[config.mk]
export PLATFORM = sky130hd
export DESIGN_NAME = cmd_stream_decoder
export DESIGN_NICKNAME = d
export VERILOG_FILES = /design/src/rtl/csd_pkg.sv /design/src/rtl/csd_parser.sv /design/src/rtl/csd_regfile.sv /design/src/rtl/csd_copy_port.sv /design/src/rtl/cmd_stream_decoder.sv
export SDC_FILE = /design/constraint.sdc
export NUM_CORES = 2
export LEC_CHECK = 0
export BUFFER_PORTS_ARGS = -buffer_cell sky130_fd_sc_hd__buf_4
export CAP_MARGIN = 20
export CELL_PAD_IN_SITES_DETAIL_PLACEMENT = 0
export CELL_PAD_IN_SITES_GLOBAL_PLACEMENT = 2
export CORE_ASPECT_RATIO = 1.4
export CORE_UTILIZATION = 35
export DETAILED_ROUTE_END_ITERATION = 10
export GPL_ROUTABILITY_DRIVEN = 0
export PLACE_DENSITY_LB_ADDON = 0.1
export SYNTH_ARGS = -nofsm -noshare
export SYNTH_HDL_FRONTEND = slang
export SYNTH_HIERARCHICAL = 1
export SYNTH_SLANG_ARGS = --single-unit
[constraint.sdc]
create_clock -name clk -period 6.4 [get_ports clk]
set_clock_uncertainty 0.1 [all_clocks]
set_input_delay 0 -clock clk [delete_from_list [all_inputs] [get_ports clk]]
set_output_delay 0 -clock clk [all_outputs]
set_load 0.005 [all_outputs]
[src/rtl/csd_pkg.sv]
package csd_pkg;
  localparam logic [7:0] SYNC_BYTE  = 8'hAF;
  localparam logic [7:0] OP_REGWR   = 8'h20;
  localparam logic [7:0] OP_COPY    = 8'h6A;
  localparam logic [7:0] LOCK_ADDR  = 8'hFF;
  localparam logic [7:0] LOCK_VAL   = 8'h00;
  localparam logic [7:0] UNLOCK_VAL = 8'hFF;

  localparam int DEPTH_IDX = 8'h00;
  localparam int B16_IDX   = 8'h20;
  localparam int B8_IDX    = 8'h26;
  localparam int MIN_REGS  = B8_IDX + 3;

  localparam int COPY_LEN  = 7;

  typedef enum logic [2:0] {
    ST_SYNC, ST_OPC, ST_RADDR, ST_RVAL, ST_COPY, ST_DROP
  } pstate_t;

  typedef struct packed {
    logic [23:0] src;
    logic [7:0]  cnt;
    logic [23:0] dst;
  } copy_req_t;
endpackage

[src/rtl/csd_parser.sv]
module csd_parser
  import csd_pkg::*;
#(
  parameter int OPND_LEN = COPY_LEN
) (
  input  logic       clk,
  input  logic       rst,
  input  logic [7:0] byte_i,
  input  logic       take_i,
  output logic       wr_en_o,
  output logic [7:0] wr_addr_o,
  output logic [7:0] wr_data_o,
  output logic       cp_byte_en_o,
  output logic       cp_last_o,
  output logic       err_o
);
  localparam int IW = (OPND_LEN > 1) ? $clog2(OPND_LEN) : 1;
  localparam logic [IW-1:0] LAST_IDX = IW'(OPND_LEN - 1);

  pstate_t       st_q;
  logic [7:0]    addr_q;
  logic [IW-1:0] idx_q;
  logic          err_q;

  always_comb begin
    wr_en_o      = take_i && (st_q == ST_RVAL);
    wr_addr_o    = addr_q;
    wr_data_o    = byte_i;
    cp_byte_en_o = take_i && (st_q == ST_COPY);
    cp_last_o    = cp_byte_en_o && (idx_q == LAST_IDX);
  end

  assign err_o = err_q;

  always_ff @(posedge clk) begin
    if (rst) begin
      st_q   <= ST_SYNC;
      addr_q <= '0;
      idx_q  <= '0;
      err_q  <= 1'b0;
    end else if (take_i) begin
      case (st_q)
        ST_SYNC, ST_DROP: begin
          if (byte_i == SYNC_BYTE) begin
            st_q <= ST_OPC;
          end else begin
            if (st_q == ST_SYNC) err_q <= 1'b1;
            st_q <= ST_DROP;
          end
        end
        ST_OPC: begin
          if (byte_i == OP_REGWR) begin
            st_q <= ST_RADDR;
          end else if (byte_i == OP_COPY) begin
            st_q  <= ST_COPY;
            idx_q <= '0;
          end else if (byte_i == SYNC_BYTE) begin
            st_q <= ST_OPC;
          end else begin
            err_q <= 1'b1;
            st_q  <= ST_DROP;
          end
        end
        ST_RADDR: begin
          addr_q <= byte_i;
          st_q   <= ST_RVAL;
        end
        ST_RVAL: st_q <= ST_SYNC;
        ST_COPY: begin
          idx_q <= idx_q + 1'b1;
          if (idx_q == LAST_IDX) st_q <= ST_SYNC;
        end
        default: st_q <= ST_SYNC;
      endcase
    end
  end
endmodule

[src/rtl/csd_regfile.sv]
module csd_regfile
  import csd_pkg::*;
#(
  parameter int REG_COUNT = 64,
  parameter int DW        = 8
) (
  input  logic                    clk,
  input  logic                    rst,
  input  logic                    wr_en_i,
  input  logic [7:0]              wr_addr_i,
  input  logic [DW-1:0]           wr_data_i,
  output logic                    locked_o,
  output logic [REG_COUNT*DW-1:0] act_flat_o
);
  localparam int FLAT_W = REG_COUNT * DW;

  logic              locked_q;
  logic              is_lock;
  logic              in_range;
  logic              reg_wr;
  logic              unlock_now;
  logic [FLAT_W-1:0] shadow_flat;
  logic [FLAT_W-1:0] active_flat;

  always_comb begin
    is_lock    = (wr_addr_i == LOCK_ADDR);
    in_range   = ({1'b0, wr_addr_i} < 9'(REG_COUNT));
    reg_wr     = wr_en_i && !is_lock && in_range;
    unlock_now = wr_en_i && is_lock && (wr_data_i[7:0] == UNLOCK_VAL);
  end

  always_ff @(posedge clk) begin
    if (rst) begin
      locked_q <= 1'b0;
    end else if (wr_en_i && is_lock) begin
      if (wr_data_i[7:0] == LOCK_VAL)        locked_q <= 1'b1;
      else if (wr_data_i[7:0] == UNLOCK_VAL) locked_q <= 1'b0;
    end
  end

  for (genvar i = 0; i < REG_COUNT; i++) begin : g_reg
    logic hit;
    assign hit = reg_wr && (wr_addr_i == 8'(i));

    always_ff @(posedge clk) begin
      if (rst) begin
        shadow_flat[i*DW +: DW] <= '0;
      end else if (hit) begin
        shadow_flat[i*DW +: DW] <= wr_data_i;
      end
    end

    always_ff @(posedge clk) begin
      if (rst) begin
        active_flat[i*DW +: DW] <= '0;
      end else if (unlock_now) begin
        active_flat[i*DW +: DW] <= shadow_flat[i*DW +: DW];
      end else if (hit && !locked_q) begin
        active_flat[i*DW +: DW] <= wr_data_i;
      end
    end
  end

  assign locked_o   = locked_q;
  assign act_flat_o = active_flat;
endmodule

[src/rtl/csd_copy_port.sv]
module csd_copy_port
  import csd_pkg::*;
#(
  parameter int OPND_LEN = COPY_LEN
) (
  input  logic        clk,
  input  logic        rst,
  input  logic [7:0]  byte_i,
  input  logic        byte_en_i,
  input  logic        last_i,
  input  logic        req_ready_i,
  output logic        req_valid_o,
  output copy_req_t   req_o
);
  localparam int STG_W = OPND_LEN * 8;

  logic [STG_W-1:0] stage_q;
  logic [STG_W-1:0] stage_nx;
  logic             valid_q;
  copy_req_t        req_q;

  assign stage_nx = {stage_q[STG_W-9:0], byte_i};

  always_ff @(posedge clk) begin
    if (rst) begin
      stage_q <= '0;
      valid_q <= 1'b0;
      req_q   <= '0;
    end else begin
      if (byte_en_i) stage_q <= stage_nx;
      if (byte_en_i && last_i) begin
        req_q   <= copy_req_t'(stage_nx[$bits(copy_req_t)-1:0]);
        valid_q <= 1'b1;
      end else if (valid_q && req_ready_i) begin
        valid_q <= 1'b0;
      end
    end
  end

  assign req_valid_o = valid_q;
  assign req_o       = req_q;
endmodule

[src/rtl/cmd_stream_decoder.sv]
module cmd_stream_decoder
  import csd_pkg::*;
#(
  parameter int REG_COUNT = 64
) (
  input  logic                   clk,
  input  logic                   rst,
  input  logic [7:0]             in_data,
  input  logic                   in_valid,
  output logic                   in_ready,
  output logic [REG_COUNT*8-1:0] active_regs,
  output logic [7:0]             depth_sel,
  output logic [23:0]            base_16bpp,
  output logic [23:0]            base_8bpp,
  output logic                   vid_locked,
  output logic                   copy_valid,
  input  logic                   copy_ready,
  output logic [23:0]            copy_src,
  output logic [7:0]             copy_count,
  output logic [23:0]            copy_dst,
  output logic                   cmd_error
);
  localparam int FLAT_W = REG_COUNT * 8;

  logic       take;
  logic       wr_en;
  logic [7:0] wr_addr;
  logic [7:0] wr_data;
  logic       cp_byte_en;
  logic       cp_last;
  logic       cp_valid;
  copy_req_t  cp_req;
  logic [FLAT_W-1:0] act_flat;

  assign in_ready = !cp_valid;
  assign take     = in_valid && in_ready;

  csd_parser #(.OPND_LEN(COPY_LEN)) u_parser (
    .clk          (clk),
    .rst          (rst),
    .byte_i       (in_data),
    .take_i       (take),
    .wr_en_o      (wr_en),
    .wr_addr_o    (wr_addr),
    .wr_data_o    (wr_data),
    .cp_byte_en_o (cp_byte_en),
    .cp_last_o    (cp_last),
    .err_o        (cmd_error)
  );

  csd_regfile #(.REG_COUNT(REG_COUNT), .DW(8)) u_regs (
    .clk        (clk),
    .rst        (rst),
    .wr_en_i    (wr_en),
    .wr_addr_i  (wr_addr),
    .wr_data_i  (wr_data),
    .locked_o   (vid_locked),
    .act_flat_o (act_flat)
  );

  csd_copy_port #(.OPND_LEN(COPY_LEN)) u_copy (
    .clk         (clk),
    .rst         (rst),
    .byte_i      (in_data),
    .byte_en_i   (cp_byte_en),
    .last_i      (cp_last),
    .req_ready_i (copy_ready),
    .req_valid_o (cp_valid),
    .req_o       (cp_req)
  );

  assign active_regs = act_flat;
  assign depth_sel   = act_flat[DEPTH_IDX*8 +: 8];
  assign base_16bpp  = {act_flat[B16_IDX*8 +: 8], act_flat[(B16_IDX+1)*8 +: 8],
                        act_flat[(B16_IDX+2)*8 +: 8]};
  assign base_8bpp   = {act_flat[B8_IDX*8 +: 8], act_flat[(B8_IDX+1)*8 +: 8],
                        act_flat[(B8_IDX+2)*8 +: 8]};
  assign copy_valid  = cp_valid;
  assign copy_src    = cp_req.src;
  assign copy_count  = cp_req.cnt;
  assign copy_dst    = cp_req.dst;

  if (REG_COUNT < MIN_REGS || REG_COUNT > 256) begin : g_bad_cfg
    initial $error("REG_COUNT must be between %0d and 256", MIN_REGS);
  end
endmodule

==> impl_metrics.toml <==
[sta]
tns_ps = 0
fin_crit_ps = 4940
worst_slack_ps = 1460
fmax_mhz = 202
setup_violations = 0
report.final.slew_viol_count = 0
rsz0062_at_grt = "no"
hold_violations = 0
slew_headroom_pct = 20.2
worstMarginPinSlew_ps = 1200
finalCritPeriodShare_pct = 77.2

[yosys]
synthMuxAreaShare_pct = 11.5
synth_area_um2 = 47800
synth_top_family_by_area = "simple AND/OR/NAND/NOR gates"
synth_cells = 5238
yosys_most_used_dff = "dfxtp_1"
ys_ff_latch = 1145
synth-async-reset-ratio_pct = 0
syn-num-nets = 5252
ys_types = 73
synth-xor-area-share_pct = 0.0183
yosys_warnings = 6
synthSimpleGateAreaFrac_pct = 20.8
synth-edff-count = 0
postSynthAreaPerCell_um2 = 9.13
yosysSeqAreaShare_pct = 47.9
yosys.area_share.adder_pct = 0.0523
synth_compound_area_share_pct = 14.0

[pwr]
peakVddDrop_mv = 0.233
power.density_nw_per_um2 = 262
totalPowerFinal_uw = 15000
leakagePower_uw = 0.0213

[routing]
antenna_left = 0
drtPass1Iterations = 5
drc = 0
drt-total-wl_mm = 222
drt-initial-drc-count = 3741
via_per_inst = 5.69
wl_met3_mm = 12.3
route.vias.total = 42100
wl_per_cell_um = 30.0
dr_wl_met2_mm = 106
wl_met1_mm = 90.3
maxUsedRoutingLayer = "met4"

[floorplan]
die-area_um2 = 138000
dieWidth_um = 314
die_y_um = 439
num_io_pins = 640
start_util_pct = 35.3
rows = 160
core_um2 = 136000

[worst_hold_path]
hold_path_depth = 3
hp-class = "in -> reg"

[global_routing]
grt_first_pass_wirelength_mm = 309
track_usage_pct = 30.9
antenna_found_initial = 0
grt-ovfl-total = 0
grt_max_degree = 186
grt_pass1_vias = 39400

[worst_setup_path]
critPathKind = "reg -> reg"
r2r_slack_ps = 1460
cp_max_fo = 131
startpoint_type = "flip-flop"
worstPathArrival_ps = 5470
required_ps = 6930
rr_worst_depth = 9
crit_path_end_kind = "flip-flop"

[clock_tree]
ctsRootBufferMaster = "clkbuf_16"
clock_path_buffers = 3
clkTransAtPathRegs_ps = 60
cts_tree = "yes"
insertion_delay_ps = 760
cts_inserted_buffers = 119
htree_num_levels = 3
cts_num_sinks = 1145

[run]
maxCapViolCount = 0

[final_layout]
fin_area_um2 = 57400
drive_above_1_share_pct = 20.4
finalNonFillerCells = 7393
final_nets = 5524
syn_to_final_growth_pct = 20.0
fillers = 13700

[place]
post-dp-hpwl_mm = 143
post_dp_cell_area_um2 = 53100
pre_cts_ws_ps = 1740
dp.cells = 7155
portBuffers = 639

[run_status]
status = "completed"
[report_power, final]
group	switching (uW)	internal [uW]
sequential	9.40	7130
clock	3110	4330
combinational	373	74.5
total	3490	11500
[registers in the layout, summed over array words and instances (netlist names), 3 cells and up]
signal	count
u_parser/st_q	3
u_regs/act_flat_o	512
u_regs/shadow_flat	512
u_copy/req_o	56
u_parser/wr_addr_o	8
u_copy/stage_q	48
u_parser/idx_q	3
[cell usage after synthesis (6+ instances only)]
master	count	area [um2]
dfxtp_1	1145	22900
nor2_1	1055	3960
mux2i_1	552	5530
o22ai_1	432	2700
nand2_1	366	1370
clkbuf_1	358	1340
nor3_1	302	1510
a2111oi_0	200	1750
buf_2	87	435
nand3_1	79	395
buf_4	72	541
a21oi_1	67	335
nor4_4	55	1170
nor4_1	50	313
a211oi_1	48	360
buf_1	43	161
a21bo_2	36	360
a2111oi_1	25	250
inv_1	22	82.6
a21bo_1	20	200
o21ai_0	19	95.1
nor3_4	18	293
a31oi_1	17	106
o221a_2	16	180
a21oi_2	14	123
buf_6	14	158
nand3_2	13	130
a2111oi_2	7	105
nor4_2	7	87.6
nand4b_1	6	52.6
nor3_2	6	60.1
[cell usage in the layout, fill, tap and decap left out, types with 7 or more instances in the layout]
master            n
a2111oi_0       200
a2111oi_1        25
a2111oi_2         7
a211oi_1         48
a21bo_1          20
a21bo_2          36
a21oi_1          67
a21oi_2          14
a31oi_1          17
buf_12            8
buf_4           697
bufinv_16        11
clkbuf_1         17
clkbuf_16       122
clkbuf_8         36
clkinv_2         26
dfxtp_1        1139
dlygate4sd3_1    13
inv_1            20
mux2i_1         552
nand2_1         362
nand3_1          79
nand3_2          13
nor2_1         1046
nor2_2            8
nor3_1          302
nor3_4           18
nor4_1           50
nor4_4           56
o21ai_0          19
o221a_2          16
o22ai_1         432
[critical path, cell delays in order, from the launching register on]
cell	delay [ps]
dfxtp_1	330
nor2b_1	450
inv_1	190
nor3_1	520
nand3_1	290
nor4_4	320
buf_4	590
nand2_4	630
buf_12	480
a2111oi_0	530
[layout make-up]
type | count | area (um2) | area share, %
Clock buffer | 175 | 3610 | 6.29
Sequential cell | 1145 | 22900 | 40.0
Timing Repair Buffer | 727 | 5670 | 9.88
Antenna cell | 1 | 2.50 | 0.00436
Inverter | 24 | 97.6 | 0.170
Multi-Input combinational cell | 3493 | 22300 | 38.9
Tap cell | 1782 | 2230 | 3.88
Clock inverter | 46 | 541 | 0.942
[layer usage]
metal / vias up / track usage [%]
met2: 1569 / 51.2
li1: 19200 / -
met3: 332 / 4.25
met4: 0 / 17.5
met1: 21000 / 38.3
met5: - / 0
[kinds of logic after synthesis]
| family | after synthesis |
|---|---|
| buffers and inverters | 600 |
| muxes | 552 |
| adders and majority gates | 2 |
| and+or+nand+nor | 2026 |
| AOI/OAI and AO/OA | 912 |
| DFF | 1145 |
| xor gates and xnor gates | 1 |
[worst paths after layout]
kind	to	start
setup / recovery	u_regs/act_flat_o[486]	u_copy/req_valid_o
hold / removal	u_copy/stage_q[22]	rst
setup reg to reg	u_regs/act_flat_o[486]	u_copy/req_valid_o
hold reg to reg	u_regs/act_flat_o[82]	u_regs/shadow_flat[82]
[repair_timing]
item	4_1_cts	5_1_grt
buffers inserted	0	0
gates resized for setup	0	0
endpoints found under the hold margin	336	0
hold buffers	13	0
[per-stage QoR]
| stage | utilization [%] | hold slack [ps] |
|---|---|---|
| CTS | 42.3 | 219 |
| global route | 42.3 | 266 |
| floorplan | - | 47.2 |
| global placement | 39.0 | 204 |
| detailed placement | 39.1 | 213 |
| finish | 42.3 | 245 |
Power figures use the tool's default switching activity.
